## src/rtl/prio_res_pkg.sv

```systemverilog
package prio_res_pkg;
  // Default number of interrupt lines handled by one resolver (power of two).
  localparam int unsigned LINES_DEF   = 8;
  // Line that carries the downstream controller in a cascade.
  localparam int unsigned CASCADE_DEF = 2;
endpackage

```

## src/rtl/prio_rotator.sv

```systemverilog
// Circular right rotation: bit i of the result is bit (i + ofs) mod N of the input.
module prio_rotator #(
  parameter int unsigned N     = 8,
  parameter int unsigned OFS_W = $clog2(N)
) (
  input  logic [N-1:0]     vec_i,
  input  logic [OFS_W-1:0] ofs_i,
  output logic [N-1:0]     rot_o
);
  always_comb begin
    for (int i = 0; i < N; i++) begin
      logic [OFS_W-1:0] src;
      src      = OFS_W'(i) + ofs_i;
      rot_o[i] = vec_i[src];
    end
  end
endmodule

```

## src/rtl/prio_lsb_finder.sv

```systemverilog
// Index of the lowest set bit; returns N when the vector is empty.
module prio_lsb_finder #(
  parameter int unsigned N      = 8,
  parameter int unsigned PRIO_W = $clog2(N) + 1
) (
  input  logic [N-1:0]      vec_i,
  output logic [PRIO_W-1:0] prio_o
);
  always_comb begin
    prio_o = PRIO_W'(N);
    for (int i = N - 1; i >= 0; i--) begin
      if (vec_i[i]) prio_o = PRIO_W'(i);
    end
  end
endmodule

```

## src/rtl/prio_rank_enc.sv

```systemverilog
// Rank of the best bit in a vector under circular priority starting at ofs.
module prio_rank_enc #(
  parameter int unsigned N      = 8,
  parameter int unsigned OFS_W  = $clog2(N),
  parameter int unsigned PRIO_W = OFS_W + 1
) (
  input  logic [N-1:0]      vec_i,
  input  logic [OFS_W-1:0]  ofs_i,
  output logic [PRIO_W-1:0] rank_o
);
  logic [N-1:0] rotated;

  prio_rotator #(.N(N), .OFS_W(OFS_W)) u_rot (
    .vec_i (vec_i),
    .ofs_i (ofs_i),
    .rot_o (rotated)
  );

  prio_lsb_finder #(.N(N), .PRIO_W(PRIO_W)) u_find (
    .vec_i  (rotated),
    .prio_o (rank_o)
  );
endmodule

```

## src/rtl/prio_res_top.sv

```systemverilog
module prio_res_top #(
  parameter  int unsigned NLINES       = prio_res_pkg::LINES_DEF,
  parameter  int unsigned CASCADE_LINE = prio_res_pkg::CASCADE_DEF,
  localparam int unsigned IDX_W        = $clog2(NLINES),
  localparam int unsigned PRIO_W       = IDX_W + 1
) (
  input  logic [NLINES-1:0] req_vec,
  input  logic [NLINES-1:0] mask_vec,
  input  logic [NLINES-1:0] isr_vec,
  input  logic [IDX_W-1:0]  rot_ofs,
  input  logic              nest_en,
  input  logic              smask_en,
  input  logic              is_master,
  input  logic [NLINES-1:0] eoi_sel,
  output logic              irq_valid,
  output logic [IDX_W-1:0]  irq_line,
  output logic [PRIO_W-1:0] cur_prio,
  output logic              isr_top_valid,
  output logic [IDX_W-1:0]  isr_top_line
);
  localparam logic [PRIO_W-1:0] NONE_RANK   = PRIO_W'(NLINES);
  localparam logic [NLINES-1:0] CASCADE_BIT = NLINES'(1) << CASCADE_LINE;

  logic [NLINES-1:0] pend_vec, cur_vec, eoi_vec;
  logic [PRIO_W-1:0] pend_rank, eoi_rank;
  logic [IDX_W-1:0]  pend_line;
  logic              nest_skip;

  // Requests that are allowed to compete.
  assign pend_vec = req_vec & ~mask_vec;

  prio_rank_enc #(.N(NLINES), .OFS_W(IDX_W), .PRIO_W(PRIO_W)) u_pend (
    .vec_i  (pend_vec),
    .ofs_i  (rot_ofs),
    .rank_o (pend_rank)
  );

  assign pend_line = pend_rank[IDX_W-1:0] + rot_ofs;

  // Cascade input does not block itself in nested mode on the head controller.
  assign nest_skip = nest_en && is_master && (pend_rank != NONE_RANK)
                     && (pend_line == IDX_W'(CASCADE_LINE));

  always_comb begin
    cur_vec = isr_vec;
    if (smask_en)  cur_vec = cur_vec & ~mask_vec;
    if (nest_skip) cur_vec = cur_vec & ~CASCADE_BIT;
  end

  prio_rank_enc #(.N(NLINES), .OFS_W(IDX_W), .PRIO_W(PRIO_W)) u_cur (
    .vec_i  (cur_vec),
    .ofs_i  (rot_ofs),
    .rank_o (cur_prio)
  );

  // Strict comparison; an empty pending vector carries NONE_RANK and never wins.
  assign irq_valid = pend_rank < cur_prio;
  assign irq_line  = irq_valid ? pend_line : '0;

  assign eoi_vec = isr_vec & eoi_sel;

  prio_rank_enc #(.N(NLINES), .OFS_W(IDX_W), .PRIO_W(PRIO_W)) u_eoi (
    .vec_i  (eoi_vec),
    .ofs_i  (rot_ofs),
    .rank_o (eoi_rank)
  );

  assign isr_top_valid = eoi_rank != NONE_RANK;
  assign isr_top_line  = isr_top_valid ? (eoi_rank[IDX_W-1:0] + rot_ofs) : '0;
endmodule

```

## config.mk

```make
export PLATFORM = sky130hd
export DESIGN_NAME = prio_res_top
export DESIGN_NICKNAME = d
export VERILOG_FILES = /design/src/rtl/prio_res_pkg.sv /design/src/rtl/prio_rotator.sv /design/src/rtl/prio_lsb_finder.sv /design/src/rtl/prio_rank_enc.sv /design/src/rtl/prio_res_top.sv
export SDC_FILE = /design/constraint.sdc
export NUM_CORES = 1
export LEC_CHECK = 0
export BUFFER_PORTS_ARGS = -buffer_cell sky130_fd_sc_hd__buf_4
export CORE_UTILIZATION = 35
export DETAILED_ROUTE_END_ITERATION = 7
export MAX_ROUTING_LAYER = met4
export PLACE_DENSITY = 0.67
export RECOVER_POWER = 25
export SLEW_MARGIN = 10
export SYNTH_ARGS = -nofsm -noshare
export SYNTH_HDL_FRONTEND = slang
export SYNTH_HIERARCHICAL = 1
export SYNTH_SLANG_ARGS = --single-unit
```

## constraint.sdc

```tcl
create_clock -name vclk -period 4.6
set_input_delay 0.23 -clock vclk [all_inputs]
set_output_delay 0.23 -clock vclk [all_outputs]
set_load 0.05 [all_outputs]
```

==> metrics.log <==
[metrics] WHS Endpoint: isr_top_line[1]
[metrics] via count: 2189
[metrics] leakage power of the design: 1.474 nW
[metrics] maximum clock frequency: 0.1978 GHz
[metrics] Final setup violation count: 5
[metrics] count of placed standard cells in the final layout, fillers left out: 405
[metrics] Maximum Capacitance Violations: 0
[metrics] Vias per Instance: 5.405
[metrics] average cell area after synthesis: 8.753 um^2
[metrics] status: complete, but fails checks
[metrics] power per unit of standard cell area: 243.1 nW/um^2
[metrics] unrepaired setup endpoints after global routing: true
[metrics] count of unique library cells instantiated by Yosys: 31
[metrics] worst slew margin relative to its limit: 0.6016
[metrics] total nets after synthesis: 282
[metrics] flip-flop and latch area: 0 um^2
[metrics] slew at the pin closest to its max-slew limit: 0.5923 ns
[metrics] violated checks: negative setup slack
[metrics] kind of critical path: in -> out
[metrics] hold crit path type: in -> out
[metrics] Area Overhead vs Synth: 67.39%
[metrics] final max-slew violation count: 0
[metrics] initial standard-cell utilization of the core: 0.3650
[metrics] worst hold path depth: 6
[metrics] FFs & Latches: 0
[metrics] Inst Count DP: 395
[metrics] HPWL after detailed placement: 4803 um
[metrics] largest net degree at the start of global routing: 23
[metrics] Die Outline Area: 6085 um^2
[metrics] critical-path maximum fanout: 4
[metrics] worst-case setup margin in the final layout: -0.4556 ns
[metrics] fraction of the yosys area taken by sequential cells: 0
[metrics] fin crit share: 1.099
[metrics] GP Congestion: 0.7680
[metrics] ports placed on the boundary: 50
[metrics] number of buffer cells added on primary ports: 50
[metrics] hold violation total from the final report: 0
[metrics] diode insertion count for antenna repair: 0
[metrics] net total in the final layout: 386
[metrics] Setup crit end kind: output port
[metrics] number of DRC violations after detailed routing: 0
[metrics] WL/cell: 14.73 um
[metrics] core area: 5540 um^2
[metrics] number of hold buffers added after CTS: 0
[metrics] Startpoint Class: primary input
[metrics] area of the mapped netlist: 2022 um^2
[metrics] vertical extent of the die: 78.01 um
[metrics] number of clock buffers in the layout: 0
[metrics] share of layout cells above drive strength 1: 0.6216
[metrics] Routed Antenna Nets: 0
[metrics] violation count after the first detailed-route iteration: 65
[metrics] required time worst endpoint: 4.37 ns
[metrics] via count of the first global-routing pass: 2236
[metrics] Yosys warnings: 6
[metrics] horizontal extent of the die: 78.01 um
[metrics] cell count after synthesis: 231
[metrics] total gr overflow: 0
[metrics] first-pass detailed-route iteration total: 4
[metrics] final wirelength: 5965 um
[metrics] Worst EP arrival: 4.83 ns
[metrics] power after layout: 0.0008227 W
[metrics] global-route wire length before repair: 10320 um
[metrics] Final min period: 5.056 ns
[metrics] minimum setup slack after placement: -0.7472 ns
[metrics] total routing resource utilization after global routing: 0.2125
[metrics] worst IR drop on VDD: 0.2502 mV
[metrics] worst hold path startpoint: rot_ofs[1]
[metrics] antenna violations before repair: 0
[metrics] number of filler cells placed in the layout: 512
[metrics] num rows: 27
[worst max path at each step]
stage	start	endpoint	slack [ns]	cells past startpoint
after floorplan	rot_ofs[0]	irq_line[0]	-0.94	25
after global placement	rot_ofs[0]	irq_line[0]	-0.63	22
after detailed placement	rot_ofs[0]	irq_line[0]	-0.75	24
after CTS	rot_ofs[0]	irq_line[0]	-0.43	24
after global routing	rot_ofs[0]	irq_valid	-0.65	26
final	req_vec[2]	irq_line[1]	-0.46	21
[Yosys cell counts (6+ instances only)]
| library cell | count | area share |
|---|---|---|
| a21oi_1 | 9 | 0.022 |
| mux2i_1 | 12 | 0.059 |
| xor2_1 | 9 | 0.039 |
| inv_1 | 19 | 0.035 |
| mux2_2 | 30 | 0.17 |
| nand2_1 | 7 | 0.013 |
| a211oi_1 | 6 | 0.022 |
| and2_1 | 8 | 0.025 |
| mux4_1 | 12 | 0.16 |
| xnor2_1 | 10 | 0.043 |
| a221oi_1 | 12 | 0.052 |
| ha_1 | 11 | 0.068 |
| nor3_1 | 14 | 0.035 |
| nor2b_1 | 18 | 0.056 |
| a21boi_0 | 7 | 0.026 |
| nor2_1 | 12 | 0.022 |
[layout make-up]
cell class         count  area, um^2  area share
well taps             72       90.09     0.02662
multi-input cells    203        2310      0.6824
inverters             19       81.33     0.02403
repair buffers       111       903.4      0.2669
[what timing repair did]
item,CTS,global route
resized for setup,44,15
buffers inserted,7,3
endpoints found under the setup margin,8,8
pin swaps,20,10
[per-stage QoR]
stage	setup TNS [ns]	hold WS (ns)	cell area (um^2)	utilization
after floorplan	-3.907	0.6708	2270	-
after global placement	-2.786	1.382	3032	0.5472
after detailed placement	-3.497	1.386	3032	0.5472
after CTS	-1.746	1.369	3278	0.5917
after global routing	-2.898	1.410	3385	0.6109
final	-1.883	1.371	3385	0.6109
[critical path, cell delays in order]
cell and delay, ns:
buf_4 0.11, nor2b_1 0.17, mux4_1 0.53, mux2_4 0.32
o41ai_4 0.38, ha_2 0.24, inv_2 0.04, fa_2 0.34
xnor2_2 0.15, xnor2_2 0.17, a21oi_2 0.10, mux4_2 0.50
mux2_4 0.30, nor2_4 0.13, and4_4 0.22, inv_2 0.04
ha_4 0.29, nand3_4 0.08, a21oi_4 0.25, nor3_4 0.08
buf_6 0.16
[metal layers]
layer	up-vias	GRT usage	wire length [um]
met5	-	-	0
met4	0	0.05370	138
met3	8	0.004706	213
met2	62	0.3982	3157
met1	1040	0.2498	2456
li1	1079	-	-
[layout by cell type, fill, tap and decap left out, types with 7 or more instances in the layout]
cell      synthesis  final
buf_6             3     10
buf_4             3     98
mux2_2           30     20
nor2_1           12      8
mux2i_1          12     10
inv_1            19     12
and2_1            8      8
nor3_1           14      9
a21boi_0          7      7
nor2b_1          18     16
mux2_4            0     10
mux4_1           12      7
xor2_1            9      7
[power breakdown]
group | leakage, nW | switching (W) | internal [W]
Sequential | 0 | 0 | 0
Combinational | 1.47 | 0.000431 | 0.000392
Clock | 0 | 0 | 0
Total | 1.47 | 0.000431 | 0.000392
[cells by family (layout without fill, tap and decap cells)]
| group | after synthesis | after routing | share of synthesized area |
|---|---|---|---|
| buffers and inverters | 28 | 130 | 0.07054 |
| XOR/XNOR | 19 | 19 | 0.08230 |
| AND/OR/NAND/NOR | 71 | 71 | 0.2005 |
| AO/OA/AOI/OAI | 46 | 46 | 0.1764 |
| multiplexers | 54 | 54 | 0.3824 |
| adder cells (fa/ha/maj) | 13 | 13 | 0.08787 |
(Power assumes the default switching activity.)
